**src/rtl/bpc_pkg.sv**
```systemverilog
package bpc_pkg;
   typedef enum logic [1:0] {
      BPC_NORMAL  = 2'd0,
      BPC_A_AND_B = 2'd1,
      BPC_A_NOT_B = 2'd2,
      BPC_SPARE   = 2'd3
   } bpc_mode_e;

   localparam int unsigned BPC_NUM_CMP = 3;

   function automatic logic bpc_is_full(input bpc_mode_e m);
      return (m == BPC_A_AND_B) || (m == BPC_A_NOT_B);
   endfunction
endpackage

```
**src/rtl/bpc_value_regs.sv**
```systemverilog
module bpc_value_regs #(
   parameter int unsigned ADDR_W  = 17,
   parameter int unsigned NUM_CMP = 3
) (
   input  logic                            clk,
   input  logic                            rst_n,
   input  logic                            cfg_we,
   input  logic [1:0]                      cfg_idx,
   input  logic [1:0]                      cfg_byte,
   input  logic [7:0]                      cfg_wdata,
   output logic [NUM_CMP-1:0][ADDR_W-1:0]  cmp_val
);
   localparam int unsigned EXT_W = ADDR_W - 16;

   if (ADDR_W < 17 || ADDR_W > 24) begin : g_bad_width
      $error("bpc_value_regs: ADDR_W must lie in 17..24");
   end
   if (NUM_CMP > 3) begin : g_bad_count
      $error("bpc_value_regs: NUM_CMP must not exceed 3");
   end

   for (genvar i = 0; i < NUM_CMP; i++) begin : g_cmp
      logic sel;
      assign sel = cfg_we && (cfg_idx == 2'(i));
      always_ff @(posedge clk or negedge rst_n) begin
         if (!rst_n) begin
            cmp_val[i] <= '0;
         end else if (sel) begin
            case (cfg_byte)
               2'd0:    cmp_val[i][ADDR_W-1:16] <= cfg_wdata[EXT_W-1:0];
               2'd1:    cmp_val[i][15:8]        <= cfg_wdata;
               2'd2:    cmp_val[i][7:0]         <= cfg_wdata;
               default: ;
            endcase
         end
      end

      // a low-byte write lands, the other bytes hold
      p_low_write_r2: assert property (@(posedge clk) disable iff (!rst_n)
         (cfg_we && cfg_idx == 2'(i) && cfg_byte == 2'd2) |=>
            (cmp_val[i][7:0] == $past(cfg_wdata)) &&
            (cmp_val[i][ADDR_W-1:8] == $past(cmp_val[i][ADDR_W-1:8])));
      // no write strobe, no change
      p_hold_r2: assert property (@(posedge clk) disable iff (!rst_n)
         !cfg_we |=> $stable(cmp_val[i]));
   end
endmodule

```
**src/rtl/bpc_addr_match.sv**
```systemverilog
module bpc_addr_match #(
   parameter int unsigned ADDR_W = 17
) (
   input  logic [ADDR_W-1:0] bus_addr,
   input  logic [ADDR_W-1:0] ref_val,
   input  logic              bus_rd,
   input  logic              q_en,
   input  logic              q_dir,
   output logic              hit
);
   logic dir_ok;
   always_comb begin
      dir_ok = !q_en || (bus_rd == q_dir);
      hit    = dir_ok && (bus_addr == ref_val);
   end
endmodule

```
**src/rtl/bpc_data_match.sv**
```systemverilog
module bpc_data_match #(
   parameter int unsigned DATA_W = 8
) (
   input  logic [DATA_W-1:0] rd_data,
   input  logic [DATA_W-1:0] wr_data,
   input  logic [DATA_W-1:0] ref_val,
   input  logic              bus_rd,
   input  logic              want_wr,
   output logic              hit
);
   logic [DATA_W-1:0] seen;
   logic              dir_ok;
   always_comb begin
      seen   = want_wr ? wr_data : rd_data;
      dir_ok = want_wr ? !bus_rd : bus_rd;
      hit    = dir_ok && (seen == ref_val);
   end
endmodule

```
**src/rtl/bp_cmp_set.sv**
```systemverilog
module bp_cmp_set
   import bpc_pkg::*;
#(
   parameter int unsigned ADDR_W = 17,
   parameter int unsigned DATA_W = 8
) (
   input  logic              clk,
   input  logic              rst_n,
   input  logic              mod_en,
   input  logic [1:0]        mode,
   input  logic [2:0]        rw_en,
   input  logic [2:0]        rw_dir,
   input  logic              cfg_we,
   input  logic [1:0]        cfg_idx,
   input  logic [1:0]        cfg_byte,
   input  logic [7:0]        cfg_wdata,
   input  logic              bus_valid,
   input  logic              bus_rd,
   input  logic [ADDR_W-1:0] bus_addr,
   input  logic [DATA_W-1:0] rd_data,
   input  logic [DATA_W-1:0] wr_data,
   output logic              match_a,
   output logic              match_b,
   output logic              match_c,
   output logic              match_full
);
   localparam int unsigned NCMP = BPC_NUM_CMP;

   if (DATA_W < 1 || DATA_W > 8) begin : g_bad_data
      $error("bp_cmp_set: DATA_W must lie in 1..8");
   end

   logic [NCMP-1:0][ADDR_W-1:0] cmp_val;
   logic [NCMP-1:0]             addr_hit;
   logic                        data_hit;
   bpc_mode_e                   mode_q;
   logic                        full, a_wants_wr, hit_b, pair_hit, qual;

   bpc_value_regs #(.ADDR_W(ADDR_W), .NUM_CMP(NCMP)) u_regs (
      .clk(clk), .rst_n(rst_n), .cfg_we(cfg_we), .cfg_idx(cfg_idx),
      .cfg_byte(cfg_byte), .cfg_wdata(cfg_wdata), .cmp_val(cmp_val));

   for (genvar i = 0; i < NCMP; i++) begin : g_addr
      bpc_addr_match #(.ADDR_W(ADDR_W)) u_am (
         .bus_addr(bus_addr), .ref_val(cmp_val[i]), .bus_rd(bus_rd),
         .q_en(rw_en[i]), .q_dir(rw_dir[i]), .hit(addr_hit[i]));
   end

   assign mode_q     = bpc_mode_e'(mode);
   assign full       = bpc_is_full(mode_q);
   assign a_wants_wr = rw_en[0] && !rw_dir[0];

   bpc_data_match #(.DATA_W(DATA_W)) u_dm (
      .rd_data(rd_data), .wr_data(wr_data), .ref_val(cmp_val[1][DATA_W-1:0]),
      .bus_rd(bus_rd), .want_wr(a_wants_wr), .hit(data_hit));

   always_comb begin
      hit_b    = full ? data_hit : addr_hit[1];
      pair_hit = full && addr_hit[0] &&
                 ((mode_q == BPC_A_AND_B) ? data_hit : !data_hit);
      qual     = mod_en && bus_valid;
   end

   always_ff @(posedge clk or negedge rst_n) begin
      if (!rst_n) begin
         match_a    <= 1'b0;
         match_b    <= 1'b0;
         match_c    <= 1'b0;
         match_full <= 1'b0;
      end else begin
         match_a    <= qual && addr_hit[0];
         match_b    <= qual && hit_b;
         match_c    <= qual && addr_hit[2];
         match_full <= qual && pair_hit;
      end
   end

   p_gated_r5: assert property (@(posedge clk) disable iff (!rst_n)
      (match_a || match_b || match_c || match_full) |-> $past(mod_en && bus_valid));
   p_full_has_a_r8: assert property (@(posedge clk) disable iff (!rst_n)
      match_full |-> match_a);
   p_full_mode_r8: assert property (@(posedge clk) disable iff (!rst_n)
      match_full |-> ($past(mode) == 2'd1 || $past(mode) == 2'd2));
   p_wr_select_r7: assert property (@(posedge clk) disable iff (!rst_n)
      match_b |-> !($past(mode) inside {2'd1, 2'd2} && $past(rw_en[0]) &&
                    !$past(rw_dir[0]) && $past(bus_rd)));
   p_c_addr_r9: assert property (@(posedge clk) disable iff (!rst_n)
      match_c |-> ($past(bus_addr) == $past(cmp_val[2])));
endmodule

```
**config.mk**
```make
export PLATFORM = sky130hd
export DESIGN_NAME = bp_cmp_set
export DESIGN_NICKNAME = d
export VERILOG_FILES = /design/src/rtl/bpc_pkg.sv /design/src/rtl/bpc_value_regs.sv /design/src/rtl/bpc_addr_match.sv /design/src/rtl/bpc_data_match.sv /design/src/rtl/bp_cmp_set.sv
export SDC_FILE = /design/constraint.sdc
export NUM_CORES = 1
export LEC_CHECK = 0
export ABC_AREA = 0
export BUFFER_PORTS_ARGS = -buffer_cell sky130_fd_sc_hd__buf_2
export CAP_MARGIN = 30
export CORE_ASPECT_RATIO = 1.5
export CORE_MARGIN = 2
export CORE_UTILIZATION = 45
export DETAILED_ROUTE_END_ITERATION = 6
export PLACE_DENSITY_LB_ADDON = 0.12
export SYNTH_ARGS = -nofsm -noshare
export SYNTH_HDL_FRONTEND = slang
export SYNTH_SLANG_ARGS = --single-unit
```
**constraint.sdc**
```tcl
create_clock -name clk -period 5 [get_ports clk]
set_input_delay 0.25 -clock clk [delete_from_list [all_inputs] [get_ports clk]]
set_output_delay 0.25 -clock clk [all_outputs]
set_load 0.01 [all_outputs]
```
==> impl_metrics.json, run 1 <==
{
  "grt_pass1_vias": 2089,
  "cts_buffers": 5,
  "grt_pass1_wl_um": 10800,
  "fp.dieH_um": 103,
  "min_path_type": "input pin to async pin",
  "synth_top_area_share_pct": 46.4,
  "grt_overflow_total": 0,
  "drtIter0Drc": 85,
  "htreeDepth": 2,
  "synth_cell_types": 36,
  "worstSetupPathType": "flip-flop to flip-flop",
  "final_max_slew_viol_count": 0,
  "totalWireLength_um": 6840,
  "end_kind": "flip-flop",
  "status": "complete, no violations",
  "clock_power_share_pct": 22.7,
  "setup_slack_ns": 3.08,
  "die-area_mm2": 0.00727,
  "numClockSinks": 55,
  "antennaDiodeCount": 0,
  "ys_seq_area_share_pct": 46.4,
  "fmax_ghz": 0.520,
  "cp.arrival_ns": 2.16,
  "vias_per_cell": 5.27,
  "stdcell_count": 388,
  "post_drt_wl_per_cell_um": 17.6,
  "grt_max_degree": 56,
  "peakVddDrop_v": 0.000180,
  "drc_errors": 0,
  "async_reset_ff_share_pct": 100,
  "yosys.area.top_type": "dfrtp_1",
  "gp_congestion": 0.842,
  "synth_flop_cell": "dfrtp_1",
  "area_growth_pct": 16.5,
  "final_util_pct": 53.7,
  "num-nets-final": 371,
  "rows": 36,
  "cp_data_required_time_ns": 5.24,
  "clk_latency_ns": 0.32,
  "crit_fanout": 5,
  "relSlewSlack_pct": 37.7,
  "max_cap_viol_count": 0,
  "postPlaceCellArea_mm2": 0.00336,
  "p_int_uw": 809,
  "drive_gt1_share_pct": 29.8,
  "antenna_found_initial": 0,
  "grt_setup_unrepaired": "no",
  "clkTransAtPathRegs_ns": 0.11,
  "vias": 2045,
  "fin_crit_sh_pct": 38.5,
  "yosys_warnings": 0,
  "power.density_mw_per_mm2": 336,
  "power_mw": 1.16,
  "cts_tree": "yes",
  "power_frac_comb_pct": 24.7,
  "synthesis.area_mm2": 0.00297,
  "dp_hpwl_um": 5320,
  "syn-num-nets": 305,
  "tightest_slew_ns": 0.931,
  "power_leakage_nw": 1.59,
  "ys_top_cells_by_area": "dfrtp_1 46%, mux2_1 12%, xor2_1 11%, mux2_2 6.8%, xnor2_1 6.5%",
  "grtUsageTotal_pct": 20.1,
  "hold_violations": 0,
  "switching_share_pct": 30.5,
  "dp_worst_setup_slack_ns": 3.01,
  "finClkSkew_ns": 0.0202,
  "layout_common_cells": "62 x buf_2, 55 x dfrtp_1, 36 x xor2_1, 31 x mux2_1, 22 x xnor2_1",
  "placed_cells": 380,
  "synth.avg_cell_area_um2": 12.1,
  "num_io_pins": 63,
  "cts_setup_buffers": 0,
  "syn_inst": 245,
  "timing.hold.ws_ns": 0.0633,
  "ctsResizeCount": 0,
  "finalSetupTns_ns": 0,
  "die_w_um": 70.3,
  "fin_area_mm2": 0.00346,
  "layout_commonest_cell": "buf_2",
  "ys_ff_latch": 55,
  "ctsHoldBuffers": 0,
  "firstDrtPassIters": 5,
  "portBuffers": 62,
  "start_kind": "flip-flop",
  "cts_buffer_depth": 2,
  "seq_power_share_pct": 52.7,
  "fin_crit_ns": 1.92,
  "synth_edf_count": 0,
  "clk_root_buffer_cell": "clkbuf_8",
  "ant_nets": 0,
  "p_sw_uw": 354,
  "core_region_area_mm2": 0.00644,
  "setup_viol": 0,
  "start_util_pct": 46.1
}
[flip-flops by register name (all words and copies together), names as in the netlist]
signal          count
u_regs.cmp_val     51
match_a             1
match_b             1
match_c             1
match_full          1
[power by group through the flow]
stage | Clock, mW | Combinational, mW | Sequential, mW
after floorplan | 0 | 0.198 | 0.606
after detailed placement | 0 | 0.291 | 0.623
after global placement | 0 | 0.287 | 0.619
after CTS | 0.270 | 0.293 | 0.613
final | 0.264 | 0.287 | 0.613
after global routing | 0.292 | 0.319 | 0.626
[worst paths after layout]
path	startpoint	to	slack [ns]	depth (start not counted)
worst max-delay path	u_regs.cmp_val[19]	match_b	3.08	6
worst min-delay path	rst_n	u_regs.cmp_val[43]	0.06	2
worst max register to register	u_regs.cmp_val[19]	match_b	3.08	6
worst min register to register	u_regs.cmp_val[37]	u_regs.cmp_val[37]	0.51	1
max in group asynchronous	rst_n	u_regs.cmp_val[30]	4.46	2
min in group clk	cfg_wdata[6]	u_regs.cmp_val[14]	0.21	2
[Yosys cell counts (all sizes together) (2+ instances only)]
cell     number
dfrtp        55
mux2         49
xor2         36
xnor2        22
inv           8
nor4          8
nand2         7
nand4         7
nor2          7
nand2b        6
mux2i         5
a21oi         4
clkbuf        3
a2111o        2
a2111oi       2
and2b         2
nand3         2
nand3b        2
nor3          2
o21ai         2
o221ai        2
[metal layers]
| layer | track usage (%) | part of all wire (%) | wire [um] | vias to the layer above |
|---|---|---|---|---|
| met4 | 7.69 | 2.4 | 165 | 0 |
| met2 | 35.6 | 50 | 3390 | 55 |
| li1 | - | - | - | 997 |
| met3 | 3.10 | 3.8 | 259 | 9 |
| met5 | 0 | 0 | 0 | - |
| met1 | 24.7 | 44 | 3020 | 984 |
[cell type report]
type | instances | area (um2)
Timing Repair Buffer | 63 | 318
Clock buffer | 6 | 82.6
Inverter | 8 | 30.0
Clock inverter | 2 | 16.3
Fill cell | 601 | 2980
Sequential cell | 55 | 1380
Multi-Input combinational cell | 178 | 1540
Tap cell | 76 | 95.1
[critical path: stages, from the launching register on]
cell and delay (ns):
dfrtp_1 0.49, nor2b_1 0.09, a2111o_1 0.36, a2111o_1 0.37, a21oi_2 0.22, nand3_1 0.12, o31ai_2 0.20
[logic make-up (layout without fill, tap and decap cells)]
family	Yosys count	count (layout)	share of synthesized area, %
xor gates and xnor gates	58	58	17.1
DFF	55	55	46.4
muxes	54	54	20.3
and+or+nand+nor	46	46	8.90
AOI/OAI and AO/OA	19	19	5.14
buffers and inverters	12	79	1.77
adders and majority gates	1	1	0.422
No activity file was read; power rests on OpenSTA's default activity.
==> inputs of run 2 (changes only) <==
==> constraint.sdc (replaced) <==
create_clock -name clk -period 1.55 [get_ports clk]
set_input_delay 0.0775 -clock clk [delete_from_list [all_inputs] [get_ports clk]]
set_output_delay 0.0775 -clock clk [all_outputs]
set_load 0.01 [all_outputs]
==> run 2 against run 1 <==
Compared with the run above:
- the run now ends with setup timing left
- sequential share of layout area is 2.0 points lower
- register-to-register slack got worse by 3.2 ns
- clock skew down 0.012 ns
- sequential power rose to 3.2 times the previous value
- core utilization rose by 2.9 points
- hold slack lost 0.0055 ns
- final area up 5.4%
- die area unchanged
- critical endpoint is now match_full
- largest power group unchanged
==> impl_metrics.json, run 2 (synthesized netlist as in run 1, its figures left out) <==
{
  "hold_violations": 0,
  "status": "finished with violations",
  "numClockSinks": 55,
  "fp.dieH_um": 103,
  "critPathTopFamily": "compound AO/OA/AOI/OAI gates",
  "final_util_pct": 56.5,
  "fmax_ghz": 0.592,
  "vias_per_cell": 5.27,
  "r2r_setup_slack_ns": -0.14,
  "gp_congestion": 0.935,
  "cts_tree": "yes",
  "clkTransAtPathRegs_ns": 0.10,
  "tightest_slew_ns": 0.435,
  "ant_nets": 0,
  "vias": 2166,
  "core_region_area_mm2": 0.00644,
  "grt_max_degree": 56,
  "final_max_slew_viol_count": 0,
  "path_buf_inv": 1,
  "firstDrtPassIters": 4,
  "rr_worst_depth": 7,
  "post_drt_wl_per_cell_um": 16.9,
  "setup_slack_ns": -0.138,
  "cpPeakStageDelay_ns": 0.35,
  "cp.depth": 7,
  "die_w_um": 70.3,
  "antenna_found_initial": 0,
  "cts_buffer_depth": 2,
  "violations": "setup timing",
  "grt_pass1_wl_um": 11300,
  "largest_register_ffs": 51,
  "layout_common_cells": "62 x buf_2, 55 x dfrtp_1, 36 x xor2_1, 31 x mux2_1",
  "drive_gt1_share_pct": 34.9,
  "cts_buffers": 5,
  "relSlewSlack_pct": 70.2,
  "max_cap_viol_count": 0,
  "startpoint": "u_regs.cmp_val[24]",
  "finalSetupTns_ns": -0.224,
  "setup_viol": 2,
  "rows": 36,
  "portBuffers": 62,
  "dp_hpwl_um": 5520,
  "finClkSkew_ns": 0.00834,
  "peakVddDrop_v": 0.000674,
  "start_kind": "flip-flop",
  "cp.arrival_ns": 1.89,
  "power_leakage_nw": 1.71,
  "cp-endpoint": "match_full",
  "grtUsageTotal_pct": 20.6,
  "grt_setup_unrepaired": "yes",
  "worstSetupPathType": "flip-flop to flip-flop",
  "clk_root_buffer_cell": "clkbuf_8",
  "grt_overflow_total": 0,
  "die-area_mm2": 0.00727,
  "fin_crit_ns": 1.69,
  "num_io_pins": 63,
  "htreeDepth": 2,
  "crit_chain": "and2b_1 > a2111o_1 > a2111o_1 > a21oi_2 > buf_4 > a31o_2 > a21oi_1",
  "end_kind": "flip-flop",
  "drc_errors": 0,
  "area_growth_pct": 22.7,
  "drtIter0Drc": 58,
  "cp_data_required_time_ns": 1.75,
  "start_util_pct": 46.1,
  "timing.critical_path.mode_cell": "a2111o_1",
  "min_path_type": "input pin to flip-flop",
  "antennaDiodeCount": 0,
  "crit_fanout": 2,
  "top_register": "u_regs.cmp_val",
  "dp_worst_setup_slack_ns": -0.175,
  "power.density_mw_per_mm2": 1030,
  "layout_commonest_cell": "buf_2",
  "totalWireLength_um": 6960,
  "grt_pass1_vias": 2286,
  "timing.rr.end": "match_full",
  "critPathSlowestCell": "dfrtp_1",
  "r2r_start": "u_regs.cmp_val[24]",
  "num-nets-final": 394,
  "fin_crit_sh_pct": 109,
  "clk_latency_ns": 0.30
}
[run 2: per-stage QoR]
| step | cell area (um2) | power, mW | hold slack [ns] | std cells |
|---|---|---|---|---|
| floorplan | 2970 | 2.59 | -0.218 | 245 |
| global placement | 3530 | 3.00 | 0.102 | 401 |
| detailed placement | 3530 | 3.03 | 0.0994 | 401 |
| CTS | 3620 | 3.82 | 0.0421 | 410 |
| global route | 3640 | 4.02 | 0.0526 | 411 |
| finish | 3640 | 3.75 | 0.0578 | 411 |
[run 2: worst register-to-register path, stage by stage (launching register included)]
cell and delay [ns]:
dfrtp_1 0.35, and2b_1 0.18, a2111o_1 0.28, a2111o_1 0.30
a21oi_2 0.15, buf_4 0.14, a31o_2 0.14, a21oi_1 0.05
[run 2: where the power goes]
group          internal, mW  switching [mW]
Sequential             1.74           0.198
Clock                 0.311           0.454
Combinational         0.568           0.479
[run 2: metal layers]
layer | GRT usage (%) | share of wire, %
met5 | 0 | 0
met4 | 7.54 | 3.0
met3 | 3.20 | 4.8
met2 | 37.7 | 51
met1 | 24.5 | 41
[run 2: worst min path at each step]
stage                 startpoint            endpoint  slack (ns)  cells past startpoint
finish              cfg_wdata[5]   u_regs.cmp_val[5]        0.06                      2
global route        cfg_wdata[5]   u_regs.cmp_val[5]        0.05                      2
CTS                 cfg_wdata[5]   u_regs.cmp_val[5]        0.04                      2
detailed placement         rst_n  u_regs.cmp_val[21]         0.1                      2
global placement           rst_n  u_regs.cmp_val[41]        0.10                      2
floorplan                  rst_n             match_a       -0.22                      0
[run 2: what timing repair did]
item | CTS | global route
setup endpoints to repair | 2 | 4
hold endpoints to repair | 55 | 0
pin swaps | 5 | 2
hold buffers | 1 | 0
buffers inserted | 0 | 1
gates resized for setup | 0 | 3
[run 2: layout make-up]
class / instances / area, um2
clock buffers: 5 / 68.8
clock inverters: 3 / 15.0
fillers: 605 / 2800
inverters: 8 / 30.0
multi-input cells: 178 / 1550
flip-flops and latches: 55 / 1380
well taps: 76 / 95.1
repair buffers: 86 / 505
